<file path="config.mk">
export PLATFORM = sky130hd
export DESIGN_NAME = pong_core
export DESIGN_NICKNAME = d
export VERILOG_FILES = /design/src/rtl/pong_pkg.sv /design/src/rtl/pong_paddle.sv /design/src/rtl/pong_ball.sv /design/src/rtl/pong_score.sv /design/src/rtl/pong_render.sv /design/src/rtl/pong_core.sv
export SDC_FILE = /design/constraint.sdc
export NUM_CORES = 1
export LEC_CHECK = 0
export ABC_AREA = 1
export BUFFER_PORTS_ARGS = -buffer_cell sky130_fd_sc_hd__buf_2
export CAP_MARGIN = 10
export CORE_MARGIN = 5
export CORE_UTILIZATION = 30
export DETAILED_ROUTE_END_ITERATION = 10
export GPL_ROUTABILITY_DRIVEN = 0
export PLACE_DENSITY = 0.44
export SLEW_MARGIN = 20
export SYNTH_ARGS = -nofsm -noshare
export SYNTH_HDL_FRONTEND = slang
export SYNTH_SLANG_ARGS = --single-unit
</file>
<file path="constraint.sdc">
create_clock -name clk -period 3.1 [get_ports clk]
set_input_delay 0.31 -clock clk [delete_from_list [all_inputs] [get_ports clk]]
set_output_delay 0.31 -clock clk [all_outputs]
set_load 0.03 [all_outputs]
</file>
<file path="src/rtl/pong_pkg.sv">
// Shared types for the paddle game engine.
// Assumes: colour channels are 4 bits, scores are single decimal digits.
package pong_pkg;
    localparam int SCORE_W = 4;
    localparam logic [SCORE_W-1:0] SCORE_LAST = 4'd9;

    typedef logic [SCORE_W-1:0] score_t;

    // Direction of travel along one axis: NEG = towards smaller coordinates
    typedef enum logic {DIR_NEG = 1'b0, DIR_POS = 1'b1} dir_t;

    typedef struct packed {
        logic [3:0] r;
        logic [3:0] g;
        logic [3:0] b;
    } rgb_t;
endpackage

</file>
<file path="src/rtl/pong_paddle.sv">
// One paddle: vertical position stepped once per enabled frame tick.
// Assumes: step_en is a single-cycle pulse; limits leave room for one step.
module pong_paddle #(
    parameter int CW     = 11,
    parameter int V_VIS  = 480,
    parameter int BORDER = 10,
    parameter int PAD_H  = 48,
    parameter int STEP   = 4
) (
    input  logic          clk,
    input  logic          rst_n,
    input  logic          step_en,
    input  logic          sw_up,
    output logic [CW-1:0] pos_y
);
    localparam logic [CW-1:0] Y_MIN  = CW'(BORDER);
    localparam logic [CW-1:0] Y_MAX  = CW'(V_VIS - BORDER - PAD_H);
    localparam logic [CW-1:0] Y_HOME = CW'((V_VIS - PAD_H) / 2);
    localparam logic [CW-1:0] STEP_C = CW'(STEP);

    // Move one step per tick, stopping at the field limits
    always_ff @(posedge clk) begin
        if (!rst_n) begin
            pos_y <= Y_HOME;
        end else if (step_en) begin
            if (sw_up) begin
                pos_y <= (pos_y < Y_MIN + STEP_C) ? Y_MIN : pos_y - STEP_C;
            end else begin
                pos_y <= (pos_y > Y_MAX - STEP_C) ? Y_MAX : pos_y + STEP_C;
            end
        end
    end
endmodule

</file>
<file path="src/rtl/pong_ball.sv">
// Ball motion: wall bounces, paddle reversal with re-arm, miss detection.
// Assumes: hit_seen is the contact latch for the frame just scanned;
// miss pulses are valid only in the cycle of step_en.
module pong_ball
    import pong_pkg::*;
#(
    parameter int CW     = 11,
    parameter int H_VIS  = 640,
    parameter int V_VIS  = 480,
    parameter int BORDER = 10,
    parameter int BALL   = 8,
    parameter int SPEED  = 2
) (
    input  logic          clk,
    input  logic          rst_n,
    input  logic          step_en,
    input  logic          hit_seen,
    output logic [CW-1:0] pos_x,
    output logic [CW-1:0] pos_y,
    output logic          miss_lo,
    output logic          miss_hi
);
    localparam logic [CW-1:0] X_MIN  = CW'(BORDER);
    localparam logic [CW-1:0] X_MAX  = CW'(H_VIS - BORDER - BALL);
    localparam logic [CW-1:0] Y_MIN  = CW'(BORDER);
    localparam logic [CW-1:0] Y_MAX  = CW'(V_VIS - BORDER - BALL);
    localparam logic [CW-1:0] X_HOME = CW'((H_VIS - BALL) / 2);
    localparam logic [CW-1:0] Y_HOME = CW'((V_VIS - BALL) / 2);
    localparam logic [CW-1:0] SPD    = CW'(SPEED);

    dir_t          dx, dy, dx_n, dy_n;
    logic          armed, armed_n;
    logic [CW-1:0] x_n, y_n;

    // Next-state: paddle reversal first, then miss test, then move
    always_comb begin
        dx_n    = dx;
        dy_n    = dy;
        armed_n = armed;
        x_n     = pos_x;
        y_n     = pos_y;
        if (hit_seen) begin
            if (armed) begin
                dx_n    = (dx == DIR_POS) ? DIR_NEG : DIR_POS;
                armed_n = 1'b0;
            end
        end else begin
            armed_n = 1'b1;
        end
        miss_lo = step_en && (dx_n == DIR_NEG) && (pos_x < X_MIN + SPD);
        miss_hi = step_en && (dx_n == DIR_POS) && (pos_x > X_MAX - SPD);
        if (miss_lo || miss_hi) begin
            x_n = X_HOME;
            y_n = Y_HOME;
        end else begin
            x_n = (dx_n == DIR_POS) ? pos_x + SPD : pos_x - SPD;
            if (dy == DIR_NEG) begin
                if (pos_y < Y_MIN + SPD) begin
                    y_n  = Y_MIN;
                    dy_n = DIR_POS;
                end else begin
                    y_n = pos_y - SPD;
                end
            end else begin
                if (pos_y > Y_MAX - SPD) begin
                    y_n  = Y_MAX;
                    dy_n = DIR_NEG;
                end else begin
                    y_n = pos_y + SPD;
                end
            end
        end
    end

    // Commit motion state once per enabled tick
    always_ff @(posedge clk) begin
        if (!rst_n) begin
            pos_x <= X_HOME;
            pos_y <= Y_HOME;
            dx    <= DIR_POS;
            dy    <= DIR_POS;
            armed <= 1'b1;
        end else if (step_en) begin
            pos_x <= x_n;
            pos_y <= y_n;
            dx    <= dx_n;
            dy    <= dy_n;
            armed <= armed_n;
        end
    end
endmodule

</file>
<file path="src/rtl/pong_score.sv">
// One player's score digit, saturating at the last value.
// Assumes: inc is a single-cycle pulse.
module pong_score
    import pong_pkg::*;
(
    input  logic   clk,
    input  logic   rst_n,
    input  logic   inc,
    output score_t value
);
    // Count points up to the final value
    always_ff @(posedge clk) begin
        if (!rst_n) begin
            value <= '0;
        end else if (inc && value != SCORE_LAST) begin
            value <= value + 1'b1;
        end
    end
endmodule

</file>
<file path="src/rtl/pong_render.sv">
// Pixel renderer: layer membership, registered colour, contact flag.
// Assumes: positions are stable while the visible area is scanned.
module pong_render
    import pong_pkg::*;
#(
    parameter int CW      = 11,
    parameter int H_VIS   = 640,
    parameter int V_VIS   = 480,
    parameter int BORDER  = 10,
    parameter int PAD_GAP = 10,
    parameter int PAD_W   = 8,
    parameter int PAD_H   = 48,
    parameter int BALL    = 8
) (
    input  logic          clk,
    input  logic          rst_n,
    input  logic [CW-1:0] pix_x,
    input  logic [CW-1:0] pix_y,
    input  logic          pix_vis,
    input  logic [CW-1:0] pad_l,
    input  logic [CW-1:0] pad_r,
    input  logic [CW-1:0] ball_x,
    input  logic [CW-1:0] ball_y,
    output rgb_t          colour,
    output logic          overlap
);
    localparam logic [CW-1:0] B_LO  = CW'(BORDER);
    localparam logic [CW-1:0] BX_HI = CW'(H_VIS - BORDER);
    localparam logic [CW-1:0] BY_HI = CW'(V_VIS - BORDER);
    localparam logic [CW-1:0] LX0   = CW'(BORDER + PAD_GAP);
    localparam logic [CW-1:0] RX0   = CW'(H_VIS - BORDER - PAD_GAP - PAD_W);
    localparam logic [CW-1:0] PW_C  = CW'(PAD_W);
    localparam logic [CW-1:0] PH_C  = CW'(PAD_H);
    localparam logic [CW-1:0] BL_C  = CW'(BALL);

    logic on_border, on_pad, on_ball;

    // Decide which layers cover the current pixel
    always_comb begin
        on_border = (pix_x < B_LO) || (pix_x >= BX_HI) ||
                    (pix_y < B_LO) || (pix_y >= BY_HI);
        on_pad    = ((pix_x >= LX0) && (pix_x < LX0 + PW_C) &&
                     (pix_y >= pad_l) && (pix_y < pad_l + PH_C)) ||
                    ((pix_x >= RX0) && (pix_x < RX0 + PW_C) &&
                     (pix_y >= pad_r) && (pix_y < pad_r + PH_C));
        on_ball   = (pix_x >= ball_x) && (pix_x < ball_x + BL_C) &&
                    (pix_y >= ball_y) && (pix_y < ball_y + BL_C);
        overlap   = pix_vis && on_pad && on_ball;
    end

    // Register the colour for this pixel
    always_ff @(posedge clk) begin
        if (!rst_n || !pix_vis) begin
            colour <= '0;
        end else if (on_border) begin
            colour <= '{r: 4'hF, g: 4'hF, b: 4'hF};
        end else begin
            colour <= '{r: {4{on_pad}}, g: 4'h0, b: {4{on_ball}}};
        end
    end
endmodule

</file>
<file path="src/rtl/pong_core.sv">
// Paddle game engine top: two paddles, ball, two scores, renderer.
// Assumes: frame_tick pulses for one cycle during blanking (pix_vis low),
// and pix_x/pix_y come from an external timing generator.
module pong_core
    import pong_pkg::*;
#(
    parameter int CW         = 11,
    parameter int H_VIS      = 640,
    parameter int V_VIS      = 480,
    parameter int BORDER     = 10,
    parameter int PAD_GAP    = 10,
    parameter int PAD_W      = 8,
    parameter int PAD_H      = 48,
    parameter int PAD_STEP   = 4,
    parameter int BALL       = 8,
    parameter int BALL_SPEED = 2
) (
    input  logic          clk,
    input  logic          rst_n,
    input  logic [CW-1:0] pix_x,
    input  logic [CW-1:0] pix_y,
    input  logic          pix_vis,
    input  logic          frame_tick,
    input  logic          sw_left,
    input  logic          sw_right,
    output logic [3:0]    red,
    output logic [3:0]    green,
    output logic [3:0]    blue,
    output logic [3:0]    score_l,
    output logic [3:0]    score_r
);
    localparam int NPLAYER = 2;

    logic [CW-1:0] pad_y [NPLAYER];
    score_t        score [NPLAYER];
    logic [CW-1:0] pad_y_l, pad_y_r, ball_x, ball_y;
    logic          game_over, step_en, overlap, hit_seen, miss_lo, miss_hi;
    rgb_t          colour;

    assign game_over = (score[0] == SCORE_LAST) || (score[1] == SCORE_LAST);
    assign step_en   = frame_tick && !game_over;

    // Player 0 is on the left, player 1 on the right
    for (genvar p = 0; p < NPLAYER; p++) begin : g_player
        pong_paddle #(
            .CW(CW), .V_VIS(V_VIS), .BORDER(BORDER), .PAD_H(PAD_H), .STEP(PAD_STEP)
        ) u_pad (
            .clk(clk), .rst_n(rst_n), .step_en(step_en),
            .sw_up((p == 0) ? sw_left : sw_right),
            .pos_y(pad_y[p])
        );
        pong_score u_score (
            .clk(clk), .rst_n(rst_n),
            .inc((p == 0) ? miss_hi : miss_lo),
            .value(score[p])
        );
    end

    assign pad_y_l = pad_y[0];
    assign pad_y_r = pad_y[1];

    pong_ball #(
        .CW(CW), .H_VIS(H_VIS), .V_VIS(V_VIS), .BORDER(BORDER),
        .BALL(BALL), .SPEED(BALL_SPEED)
    ) u_ball (
        .clk(clk), .rst_n(rst_n), .step_en(step_en), .hit_seen(hit_seen),
        .pos_x(ball_x), .pos_y(ball_y), .miss_lo(miss_lo), .miss_hi(miss_hi)
    );

    pong_render #(
        .CW(CW), .H_VIS(H_VIS), .V_VIS(V_VIS), .BORDER(BORDER), .PAD_GAP(PAD_GAP),
        .PAD_W(PAD_W), .PAD_H(PAD_H), .BALL(BALL)
    ) u_render (
        .clk(clk), .rst_n(rst_n), .pix_x(pix_x), .pix_y(pix_y), .pix_vis(pix_vis),
        .pad_l(pad_y_l), .pad_r(pad_y_r), .ball_x(ball_x), .ball_y(ball_y),
        .colour(colour), .overlap(overlap)
    );

    // Hold any paddle-ball contact of the frame until the next tick clears it
    always_ff @(posedge clk) begin
        if (!rst_n || frame_tick) begin
            hit_seen <= 1'b0;
        end else if (overlap) begin
            hit_seen <= 1'b1;
        end
    end

    assign red     = colour.r;
    assign green   = colour.g;
    assign blue    = colour.b;
    assign score_l = score[0];
    assign score_r = score[1];
endmodule

</file>
# Yosys cells after proc, flatten, opt, wreduce, memory -nomap -nowiden
# Cells that the tools add are included.
[totals]
output_inout_bits = 20
elab_cells = 107
reg_bits = 68
[op_classes]
bitwise = 2
muxes = 20
eq_ne = 4
addsub = 14
order_cmp = 24
reduce_logical = 30
[op_table]
columns = ["operator", "count"]
rows = [
  ["$mux 11", 12],
  ["$lt 11x4->1 const B", 6],
  ["$ge 11x11->1", 4],
  ["$lt 11x11->1", 4],
  ["$gt 11x9->1 const B", 3],
  ["$add 11x2->11 const B", 2],
  ["$add 11x3->11 const B", 2],
  ["$add 11x4->11 const B", 2],
  ["$add 11x6->11 const B", 2],
  ["$ge 11x10->1 const B", 2],
  ["$sub 11x2->11 const B", 2],
  ["$sub 11x3->11 const B", 2],
  ["$logic_and 1x1->1", 18],
  ["$mux 12", 1],
  ["$ge 11x5->1 const B", 1],
  ["$ge 11x9->1 const B", 1],
  ["$gt 11x10->1 const B", 1],
  ["$lt 11x10->1 const B", 1],
  ["$lt 11x5->1 const B", 1],
  ["$add 4x1->4 const B", 2],
  ["$eq 4x4->1 const B", 2],
  ["$logic_or 1x1->1", 8],
  ["$ne 4x4->1 const B", 2],
  ["$mux 1", 7],
  ["3 further kinds", 6],
]

# Logic depth before layout (Yosys ltp)
# Gate-level depths: netlist of the first run.
[depth]
ltp_word = 9
ltp_mapped = 18

# Cells and area by module
# Synthesis of the first run repeated with hierarchy kept, for this count alone.
[unflattened]
cells_unflattened = 1064
hier_area_um2 = 6700.2
[by_module_without_submodules]
columns = ["mod", "instances", "seq_area_each_um2", "area_each_um2", "cells_per_inst"]
rows = [
  ["pong_render", 1, 60.1, 2637.5, 414],
  ["pong_ball", 1, 460.4, 1780.5, 280],
  ["pong_paddle", 2, 200.2, 865.8, 143],
  ["pong_score", 2, 80.1, 242.7, 36],
  ["pong_core", 1, 20.0, 65.1, 12],
]

# Worst setup path after synthesis of the first run
# No wires, ideal clock.
[synth_timing]
path_kind = "flip-flop to flip-flop"
from = "reg g_player[1].u_pad.pos_y[4]"
to = "reg hit_seen"
required_ps = 3030
setup_slack_ps = 668
path_stages_with_launch = 16
arrival_time_ps = 2362
path_cell_list = "dfxtp_1 inv_1 ha_1 or2_2 nor3_1 xor2_1 ha_1 nand2_1 o21ai_0 nor2_1 nand3_1 nor2_1 nand3_1 nand2_1 nand3_1 a21oi_1"
[synth_via]
elab_chain_len = 6
[synth_lines]
columns = ["element", "line", "source"]
rows = [
  ["start, declared", "pong_paddle.sv:14", "output logic [CW-1:0] pos_y"],
  ["start signal, assigned", "pong_paddle.sv:27", "pos_y <= (pos_y < Y_MIN + STEP_C) ? Y_MIN : pos_y - STEP_C;"],
  ["start signal, assigned", "pong_paddle.sv:29", "pos_y <= (pos_y > Y_MAX - STEP_C) ? Y_MAX : pos_y + STEP_C;"],
  ["$add 11x6->11 / $ge 11x11->1 (equally long branches)", "pong_render.sv:45", "(pix_y >= pad_r) && (pix_y < pad_r + PH_C));"],
  ["$lt 11x11->1 / $logic_and 1x1->1 (equally long branches)", "pong_render.sv:45, pong_render.sv:44", ""],
  ["$logic_and 1x1->1 (*)", "pong_render.sv:45", ""],
  ["$logic_or 1x1->1 (*)", "pong_render.sv:43", "(pix_y >= pad_l) && (pix_y < pad_l + PH_C)) ||"],
  ["$logic_and 1x1->1 (*) (2 in series)", "pong_render.sv:48", "overlap = pix_vis && on_pad && on_ball;"],
  ["end signal, assigned", "pong_core.sv:82", "hit_seen <= 1'b0;"],
  ["end signal, assigned", "pong_core.sv:84", "hit_seen <= 1'b1;"],
  ["end, declared", "pong_core.sv:37", "logic game_over, step_en, overlap, hit_seen, miss_lo, miss_hi;"],
]
# Every way passes the cells marked *; elsewhere a longest branch is shown, timed or not.
# A chain may end at the register's enable or synchronous reset.

# Final worst setup path of the first run
[layout_timing]
from = "reg g_player[1].u_pad.pos_y[5]"
to = "reg hit_seen"
# The elaborated chain is that of the path after synthesis.

==> results of run 1 <==
## logic make-up (layout without fill, tap and decap cells)
| logic type | count (synthesis) | count (layout) |
|---|---|---|
| AOI/OAI and AO/OA | 149 | 149 |
| xor gates and xnor gates | 45 | 45 |
| adders and majority gates | 102 | 102 |
| buffers and inverters | 160 | 192 |
| DFF | 55 | 55 |
| and+or+nand+nor | 467 | 467 |
## routing by layer
metal	share of wire, %	GRT usage, %	vias up	wire, um
li1	-	-	3268	-
met3	1.8	1.78	11	338
met5	0	0	-	0
met4	0.80	2.61	0	151
met2	49	27.6	57	9190
met1	48	20.8	2829	9080
## synth_stat cells (3+ instances only)
cell | n | share of area, %
ha_1 | 101 | 20
o22ai_1 | 5 | 0.50
dfxtp_1 | 55 | 17
nor2_2 | 3 | 0.30
inv_2 | 13 | 0.77
a21o_1 | 5 | 0.59
o21bai_1 | 4 | 0.48
nor3_1 | 16 | 1.3
nand3_1 | 69 | 5.5
nand3b_1 | 4 | 0.48
nand2_2 | 6 | 0.59
a21oi_2 | 4 | 0.55
xor2_1 | 42 | 5.8
clkbuf_1 | 5 | 0.30
o21ai_0 | 44 | 3.5
a31oi_1 | 3 | 0.30
nand4_1 | 24 | 2.4
o2111ai_1 | 4 | 0.55
buf_4 | 13 | 1.5
nor2_1 | 82 | 4.9
a21oi_1 | 58 | 4.6
xnor2_1 | 3 | 0.42
o211ai_1 | 6 | 0.71
buf_2 | 9 | 0.71
nand2_1 | 252 | 15
inv_1 | 116 | 6.9
o31ai_1 | 3 | 0.36
o21ai_1 | 9 | 0.71
## power groups by stage
stage | sequential [uW] | clock [uW] | combinational (uW)
3_5_place_dp | 866 | 0 | 1030
6_report | 850 | 724 | 1030
4_1_cts | 850 | 748 | 1040
2_1_floorplan | 842 | 0 | 789
5_1_grt | 862 | 777 | 1200
3_3_place_gp | 868 | 0 | 1040
## flip-flops by register name, indices dropped and copies added (netlist names)
register / count
u_ball.armed: 1
g_player.u_score.value: 8
u_ball.pos_x: 10
u_ball.pos_y: 10
u_ball.dx: 1
u_render.colour: 3
u_ball.dy: 1
hit_seen: 1
g_player.u_pad.pos_y: 20
## tightest hold or removal path, cell delays in order
cell	delay (ns)
buf_2	0.11
clkinv_1	0.13
a21oi_2	0.04
## path summary, 6_finish.rpt
| check | from | endpoint | slack, ns | cells past startpoint |
|---|---|---|---|---|
| setup reg to reg | g_player[1].u_pad.pos_y[5] | hit_seen | 0.47 | 15 |
| hold reg to reg | hit_seen | hit_seen | 0.50 | 2 |
| setup / recovery | g_player[1].u_pad.pos_y[5] | hit_seen | 0.47 | 15 |
| hold / removal | rst_n | u_ball.pos_x[7] | 0.31 | 3 |
## layout make-up
class,instances,share of cell area (%)
clock inverters,3,0.721
clock buffers,5,1.80
well taps,275,4.96
flip-flops and latches,55,15.9
multi-input cells,763,65.4
repair buffers,53,4.11
inverters,131,7.12
## per-stage QoR
stage,setup slack [ns],power (uW)
2_1_floorplan,0.668,1630
3_3_place_gp,0.482,1900
3_5_place_dp,0.484,1900
4_1_cts,0.434,2640
5_1_grt,0.213,2840
6_report,0.466,2600
==> results by group, run 1 <==
Global route
  • Vias in the first global route: a little under 6,000
  • First-pass GRT wire length: a little over 30,000 um
  • Initial antenna violation count: 0
  • Congestion Overflow GR: 0
  • Total track usage: 15.7%
  • Largest net degree at the start of global routing: 29

Synth
  • Synth Area in XOR/XNOR: ~6.2%
  • Post-synth EDFFs: 0
  • Post-synthesis simple-gate area fraction: around a third
  • Mean Syn Cell Area: between 6 and 7 um^2
  • Main synth FF type: dfxtp_1
  • Sequential share of the synthesized area: 17.4%
  • Synthesized flop and latch total: 55
  • Post-synthesis compound-gate area fraction: 13.5%
  • Multiplexer area fraction after synthesis: 0%
  • YS warnings: 0
  • Post-Synth Adder-Cell Area: 20.3%
  • Cell area after synthesis: between 0.006 and 0.007 mm^2
  • Synth Instances: approximately 1,000
  • Yosys cell types: 44
  • Largest family of logic cells by synthesized area: simple AND/OR/NAND/NOR gates
  • Async SR Flop Fraction: 0%
  • Syn Nets: around 1,100

Timing
  • Setup Skew: between 0.01 and 0.015 ns
  • Tcrit/Tclk final: between 80% and 90%
  • Max Clk Rate: around 380 MHz
  • Final worst path period need: ~2.6 ns
  • Final Slew Violations: 0
  • Final setup violation count: 0
  • TNS Setup: 0 ns
  • Hold WS: 0.308 ns
  • Final Hold Vio Count: 0
  • Slew HR: between 70% and 80%
  • Worst slew pin tran: between 0.4 and 0.5 ns
  • RSZ-0062 raised after global routing: no

Clock tree
  • CTS buffer count: 5
  • Max Root-Sink Buffers: 2
  • Postcts setup bufs: 0
  • Reg clk slew, reported paths: around 0.090 ns
  • CTS root buffer: clkbuf_16
  • Num Clock Sinks: between 50 and 60
  • CTS Hold Bufs: 0
  • H-tree lvl count: 2
  • Clock Latency Late Sink: ~0.31 ns
  • # resized after CTS: 0
  • CTS tree: done

Finish
  • Share of cells above drive strength 1: 9.50%
  • Diode count: 0
  • Fill cell count: approximately 2,300
  • Storage element area: 0.00110 mm^2
  • # nets final: roughly 1,100
  • Post-route cell area: slightly below 0.007 mm^2
  • Area delta synth->final: 9.87%
  • Util after Layout: roughly 33%
  • Area occupied by multi-input gates: 0.00454 mm^2
  • Most frequent cells in the layout: nand2_1, inv_1, ha_1
  • Final non-filler cell total: 1,285
  • Commonest non-fill, non-tap cell in the layout: nand2_1

Job
  • Max-capacitance violation count: 0

Critical path
  • Critical path arrival: about 2.9 ns
  • Crit-path max FO: 8
  • Crit path buffers/inverters: 1
  • Slowest-stage cell, CP: dfxtp_1
  • Critical Setup Path Class: reg2reg
  • Critical Path Source Type: flip-flop
  • Largest stage delay on the critical path: a little under 0.5 ns
  • Cell mode on critical path: nand3_1
  • Crit. End Element: flip-flop
  • CP cell instances: inv_1 -> ha_1 -> or2_2 -> nor3_1 -> xor2_1 -> ha_1 -> nand2_1 -> o21ai_0 -> nor2_1 -> nand3_1 -> nor2_1 -> nand3_1 -> nand2_1 -> nand3_1 -> a21oi_1
  • Critical path required time: ~3.3 ns
  • CP top delay family: simple AND/OR/NAND/NOR gates

Min path
  • HP Class: in2reg

Drt
  • Antenna Violating Nets Remaining: 0
  • Routed length per instance: approximately 15 um
  • Pre-Repair DR Iteration Count: 7
  • Residual DRC: 0
  • DR vias/cell: about 4.8
  • Vias: 6,165
  • DRT Wirelength: about 19,000 um
  • Drt initial violations: 273

Placement
  • Placed inst area: between 0.006 and 0.007 mm^2
  • Detailed-placement wirelength estimate: roughly 15,000 um
  • IO buf count: 45
  • Placed cells: about 1,300

Status
  • Status: completed

Pwr
  • Int Power: 1530 uW
  • Seq pwr share: 32.7%
  • Leak Pwr: about 0.0035 uW
  • Sw frac: around 41%
  • Pwr dens: 375 mW/mm^2
  • VDD IR max: 0.246 mV
  • Combinational power share: 39.5%
  • Clock share of power: 27.8%
  • Sw power: 1070 uW

Floorplan
  • Core ar.: roughly 0.021 mm^2
  • Ports: 48
  • FP Rows: 53
  • Die Span Y: around 160 um
  • Die width: 155 um
  • Initial Util: roughly 30%
  • Die footprint: around 0.024 mm^2
Power figures use the tool's default switching activity.
==> run 2: changes to the inputs <==
==> constraint.sdc (replaced) <==
create_clock -name clk -period 2.65 [get_ports clk]
set_input_delay 0.265 -clock clk [delete_from_list [all_inputs] [get_ports clk]]
set_output_delay 0.265 -clock clk [all_outputs]
set_load 0.03 [all_outputs]
==> run 2 against run 1 <==
Non-clock buffer count grew 17. Wire length grew 2.3%. Core utilization grew 0.56 points. Worst setup slack lost 0.15 ns. Clock power grew 5.9%. Global-route usage grew 0.42 points. Register-to-register slack lost 0.15 ns. Cell count grew 1.3%. Critical endpoint unchanged. Largest power group unchanged. Highest routed layer unchanged.
==> results by group, run 2 (synthesis gave the netlist of run 1 again) <==
Global route
  • Congestion Overflow GR: 0 (unchanged)
  • Vias in the first global route: 5,980 (was 5,966)
  • Initial antenna violation count: 0 (unchanged)
  • Largest net degree at the start of global routing: 28 (was 29)
  • First-pass GRT wire length: 31,200 um (was 30,700 um)
  • Total track usage: 16.1% (was 15.7%)

Status
  • Status: completed (unchanged)

Placement
  • IO buf count: 45 (unchanged)
  • Detailed-placement wirelength estimate: 15,100 um (was 14,600 um)
  • Pre-CTS worst setup slack: 0.268 ns (was 0.484 ns)

Critical path
  • Critical path required time: 2.90 ns (was 3.34 ns)
  • Crit. End Element: flip-flop (unchanged)
  • Critical Setup Path Class: reg2reg (unchanged)
  • Critical path arrival: 2.58 ns (was 2.87 ns)
  • Critical Path Source Type: flip-flop (unchanged)
  • Reg2reg setup slack: 0.32 ns (was 0.47 ns)
  • Crit-path max FO: 3 (was 8)

Drt
  • Antenna Violating Nets Remaining: 0 (unchanged)
  • Routed length per instance: 14.7 um (was 14.6 um)
  • Residual DRC: 0 (unchanged)
  • DRT Wirelength: 19,200 um (was 18,800 um)
  • Vias: 6,215 (was 6,165)
  • DR vias/cell: 4.77 (was 4.80)
  • Pre-Repair DR Iteration Count: 5 (was 7)
  • Drt initial violations: 245 (was 273)

Finish
  • Area occupied by multi-input gates: 0.00455 mm^2 (was 0.00454 mm^2)
  • Share of cells above drive strength 1: 11.3% (was 9.50%)
  • Fill cell count: 2,325 (was 2,346)
  • Most frequent cells in the layout: nand2_1, inv_1, ha_1 (unchanged)
  • Area delta synth->final: 11.7% (was 9.87%)
  • Max FFs per register: 20 (unchanged)
  • Util after Layout: 33.8% (was 33.2%)
  • Top flop regs: g_player.u_pad.pos_y (20), u_ball.pos_x (10), u_ball.pos_y (10) (unchanged)
  • Diode count: 0 (unchanged)
  • Storage element area: 0.00110 mm^2 (about the same)
  • # nets final: 1,156 (was 1,139)
  • Biggest register: g_player.u_pad.pos_y (unchanged)
  • Commonest non-fill, non-tap cell in the layout: nand2_1 (unchanged)

Pwr
  • Tot Pwr: 3020 uW (was 2600 uW)
  • VDD IR max: 0.285 mV (was 0.246 mV)
  • Leak Pwr: 0.00355 uW (was 0.00347 uW)
  • Pwr dens: 428 mW/mm^2 (was 375 mW/mm^2)

Timing
  • Final worst path period need: 2.33 ns (was 2.63 ns)
  • Final Hold Vio Count: 0 (unchanged)
  • RSZ-0062 raised after global routing: no (unchanged)
  • Slew HR: 64.6% (was 71.0%)
  • Worst slew pin tran: 0.528 ns (was 0.430 ns)
  • Max Clk Rate: 429 MHz (was 380 MHz)
  • Final WS setup: 0.317 ns (was 0.466 ns)
  • Final Slew Violations: 0 (unchanged)
  • Tcrit/Tclk final: 88.0% (was 85.0%)
  • TNS Setup: 0 ns (unchanged)
  • Setup Skew: 0.0129 ns (was 0.0131 ns)
  • Final setup violation count: 0 (unchanged)

Floorplan
  • FP Rows: 53 (unchanged)
  • Ports: 48 (unchanged)
  • Die Span Y: 155 um (unchanged)
  • Die footprint: 0.0241 mm^2 (unchanged)
  • Core ar.: 0.0209 mm^2 (unchanged)
  • Initial Util: 30.2% (unchanged)
  • Die width: 155 um (unchanged)

Clock tree
  • Num Clock Sinks: 55 (unchanged)
  • H-tree lvl count: 2 (unchanged)
  • CTS root buffer: clkbuf_16 (unchanged)
  • CTS tree: done (unchanged)
  • CTS buffer count: 5 (unchanged)
  • Reg clk slew, reported paths: 0.08 ns (was 0.09 ns)
  • Max Root-Sink Buffers: 2 (unchanged)
  • Clock Latency Late Sink: 0.32 ns (was 0.31 ns)

Job
  • Max-capacitance violation count: 0 (unchanged)

Min path
  • HP Class: in2reg (unchanged)
run 2: through the flow:
stage	hold WS, ns	instances	area [um^2]
after floorplan	0.416	978	6310
after global placement	0.472	1294	6890
after detailed placement	0.479	1294	6890
after CTS	0.249	1302	7050
after global routing	0.264	1302	7060
final	0.240	1302	7060
run 2: where the power goes:
part | internal (uW) | leakage [uW] | switching (uW)
Clock | 369 | 0.0000778 | 398
Sequential | 889 | 0.000451 | 82.5
Combinational | 480 | 0.00302 | 801
Total | 1740 | 0.00355 | 1280
run 2: worst paths after layout:
path                              start        to  cells after the start
max reg2reg  g_player[1].u_pad.pos_y[4]  hit_seen                     15
min reg2reg                    hit_seen  hit_seen                      2
min                          frame_tick  hit_seen                      4
max          g_player[1].u_pad.pos_y[4]  hit_seen                     15
run 2: per-layer routing:
metal | global-route usage, % | share of wire [%] | vias up
li1 | - | - | 3307
met1 | 21.4 | 49 | 2819
met2 | 27.7 | 48 | 69
met3 | 1.89 | 1.8 | 20
met4 | 3.91 | 1.4 | 0
met5 | 0 | 0 | -
run 2: critical path, stage by stage, from the launching register on:
cell     delay [ns]
dfxtp_1        0.33
inv_1          0.05
ha_1           0.21
or2_2          0.33
nor3_2         0.13
xor2_1         0.17
ha_1           0.26
nand2_1        0.07
o21ai_0        0.07
nor2_1         0.09
nand3_1        0.07
nor2_1         0.09
nand3_1        0.07
nand2_1        0.10
nand3_1        0.10
a21oi_1        0.12
run 2: layout make-up:
cell class	count	area share [%]
clock buffers	5	1.77
well taps	275	4.88
multi-input cells	763	64.4
flip-flops and latches	55	15.6
clock inverters	3	0.443
inverters	131	7.00
repair buffers	70	5.85
run 2: what timing repair did:
item                       4_1_cts  5_1_grt
resized for setup                0        3
hold buffers                     0        0
setup buffers                    0        0
setup endpoints to repair        0        1
==> run 3: changes to the inputs <==
--- a/config.mk
+++ b/config.mk
@@ -9,10 +9,10 @@
 export BUFFER_PORTS_ARGS = -buffer_cell sky130_fd_sc_hd__buf_2
 export CAP_MARGIN = 10
 export CORE_MARGIN = 5
-export CORE_UTILIZATION = 30
+export CORE_UTILIZATION = 43
 export DETAILED_ROUTE_END_ITERATION = 10
 export GPL_ROUTABILITY_DRIVEN = 0
-export PLACE_DENSITY = 0.44
+export PLACE_DENSITY = 0.58
 export SLEW_MARGIN = 20
 export SYNTH_ARGS = -nofsm -noshare
 export SYNTH_HDL_FRONTEND = slang
==> run 3 against run 2 <==
Global-route usage is 3.0 points higher. Combinational power is 3% lower. Hold slack better by 0.011 ns. Count of clock-buffer cells in the layout is 2 higher. Cell count is 7.4% lower. Via count is 1.2% lower. Total power is 3.0% lower. Critical endpoint unchanged.
==> results by group, run 3 (synthesis gave the netlist of run 1 again) <==
Clock tree
  • Max Root-Sink Buffers: 2 (unchanged)
  • # resized after CTS: 0 (unchanged)
  • Num Clock Sinks: 55 (unchanged)
  • CTS Hold Bufs: 0 (unchanged)
  • Reg clk slew, reported paths: 0.08 ns (about the same)
  • CTS tree: done (unchanged)
  • CTS buffer count: 5 (unchanged)
  • Postcts setup bufs: 0 (unchanged)
  • CTS root buffer: clkbuf_16 (unchanged)
  • H-tree lvl count: 2 (unchanged)
  • Clock Latency Late Sink: 0.31 ns (was 0.32 ns)

Min path
  • Hold_sp: frame_tick (unchanged)
  • Worst Hold End: hit_seen (unchanged)
  • Hold depth: 4 (unchanged)
  • HP Class: in2reg (unchanged)

Finish
  • Post-route cell area: 0.00690 mm^2 (was 0.00706 mm^2)
  • Util after Layout: 47.6% (was 33.8%)
  • Top flop regs: g_player.u_pad.pos_y (20), u_ball.pos_x (10), u_ball.pos_y (10) (unchanged)
  • Most frequent cells in the layout: nand2_1, inv_1, ha_1 (unchanged)
  • Biggest register: g_player.u_pad.pos_y (unchanged)
  • Share of cells above drive strength 1: 10.6% (was 11.3%)
  • Diode count: 0 (unchanged)
  • Commonest non-fill, non-tap cell in the layout: nand2_1 (unchanged)
  • # nets final: 1,151 (was 1,156)
  • Area delta synth->final: 9.19% (was 11.7%)
  • Max FFs per register: 20 (unchanged)

Critical path
  • Crit-path max FO: 5 (was 3)
  • Critical path required time: 2.90 ns (about the same)
  • Worst R2R End: hit_seen (unchanged)
  • Critical Setup Path Class: reg2reg (unchanged)
  • Critical Path Source Type: flip-flop (unchanged)
  • Reg2reg setup slack: 0.28 ns (was 0.32 ns)
  • Crit. End Element: flip-flop (unchanged)
  • FF-to-FF Start: g_player[1].u_pad.pos_y[4] (unchanged)
  • R2R depth: 15 (unchanged)
  • Critical path arrival: 2.61 ns (was 2.58 ns)

Timing
  • TNS Setup: 0 ns (unchanged)
  • Final setup violation count: 0 (unchanged)
  • Hold WS: 0.252 ns (was 0.240 ns)
  • Slew HR: 71.2% (was 64.6%)
  • Setup Skew: 0.00778 ns (was 0.0129 ns)
  • Final Hold Vio Count: 0 (unchanged)
  • RSZ-0062 raised after global routing: no (unchanged)
  • Tcrit/Tclk final: 89.3% (was 88.0%)
  • Final worst path period need: 2.37 ns (was 2.33 ns)
  • Final Slew Violations: 0 (unchanged)
  • Max Clk Rate: 423 MHz (was 429 MHz)
  • Worst slew pin tran: 0.427 ns (was 0.528 ns)

Floorplan
  • Ports: 48 (unchanged)
  • Initial Util: 43.6% (was 30.2%)
  • Die width: 131 um (was 155 um)
  • Core ar.: 0.0145 mm^2 (was 0.0209 mm^2)
  • Die footprint: 0.0172 mm^2 (was 0.0241 mm^2)
  • FP Rows: 44 (was 53)
  • Die Span Y: 131 um (was 155 um)

Placement
  • Placed inst area: 0.00674 mm^2 (was 0.00689 mm^2)
  • Detailed-placement wirelength estimate: 13,000 um (was 15,100 um)
  • IO buf count: 45 (unchanged)

Drt
  • Vias: 6,140 (was 6,215)
  • Pre-Repair DR Iteration Count: 5 (unchanged)
  • Residual DRC: 0 (unchanged)
  • DRT Wirelength: 16,500 um (was 19,200 um)
  • Antenna Violating Nets Remaining: 0 (unchanged)
  • DR vias/cell: 5.09 (was 4.77)
  • Drt initial violations: 339 (was 245)
  • Routed length per instance: 13.7 um (was 14.7 um)

Global route
  • Initial antenna violation count: 0 (unchanged)
  • Vias in the first global route: 5,567 (was 5,980)
  • Congestion Overflow GR: 0 (unchanged)
  • First-pass GRT wire length: 27,800 um (was 31,200 um)
  • Largest net degree at the start of global routing: 29 (was 28)
  • Total track usage: 19.1% (was 16.1%)

Status
  • Status: completed (unchanged)

Pwr
  • Combinational power share: 42.3% (was 42.4%)
  • VDD IR max: 0.252 mV (was 0.285 mV)
  • Sw power: 1190 uW (was 1280 uW)
  • Seq pwr share: 33.1% (was 32.2%)
  • Pwr dens: 425 mW/mm^2 (was 428 mW/mm^2)
  • Clock share of power: 24.6% (was 25.4%)
  • Sw frac: 40.6% (was 42.5%)
  • Leak Pwr: 0.00352 uW (was 0.00355 uW)
  • Int Power: 1740 uW (about the same)

Job
  • Max-capacitance violation count: 0 (unchanged)
==> run 3: power by group through the flow <==
| stage | clock [uW] | combinational [uW] | sequential (uW) |
|---|---|---|---|
| 3_3_place_gp | 0 | 1240 | 989 |
| 2_1_floorplan | 0 | 923 | 985 |
| 5_1_grt | 774 | 1440 | 981 |
| 3_5_place_dp | 0 | 1240 | 988 |
| 4_1_cts | 748 | 1250 | 968 |
| 6_report | 721 | 1240 | 969 |
==> run 3: worst max-delay path by stage <==
| stage | start | end | slack, ns | cells after the start |
|---|---|---|---|---|
| final | g_player[1].u_pad.pos_y[4] | hit_seen | 0.28 | 15 |
| after detailed placement | g_player[1].u_pad.pos_y[4] | hit_seen | 0.24 | 15 |
| after global placement | g_player[1].u_pad.pos_y[4] | hit_seen | 0.27 | 15 |
| after CTS | g_player[1].u_pad.pos_y[4] | hit_seen | 0.22 | 15 |
| after global routing | u_ball.pos_x[4] | hit_seen | 0.005 | 14 |
| after floorplan | g_player[1].u_pad.pos_y[4] | hit_seen | 0.22 | 15 |
==> run 3: per-stage QoR <==
stage	setup WS [ns]	power, uW	std cells
finish	0.284	2930	1206
global route	0.00511	3190	1206
CTS	0.216	2960	1206
detailed placement	0.240	2230	1198
global placement	0.273	2220	1198
floorplan	0.218	1910	978
==> run 3: worst max-delay path, stage by stage, from the launching register on <==
cell and delay [ns]:
dfxtp_1 0.33, inv_1 0.05, ha_1 0.24, or2_2 0.34
nor3_2 0.13, xor2_1 0.16, ha_1 0.25, nand2_1 0.06
o21ai_0 0.07, nor2_1 0.09, nand3_1 0.07, nor2_1 0.09
nand3_1 0.07, nand2_1 0.10, nand3_1 0.11, a21oi_1 0.13
==> run 3: layout make-up <==
type,count,area (um^2)
tap,184,230
sequential,55,1100
clock buffer,7,143
multi-input combinational,763,4540
timing repair buffer,65,375
inverter,131,494
clock inverter,1,8.76
fill,1551,7580
==> run 3: layer usage <==
layer / up-vias / GRT usage, % / wire length [um]
li1: 3289 / - / -
met1: 2736 / 26.8 / 8330
met2: 98 / 30.4 / 7300
met3: 17 / 3.67 / 665
met4: 0 / 4.27 / 252
met5: - / 0 / 0
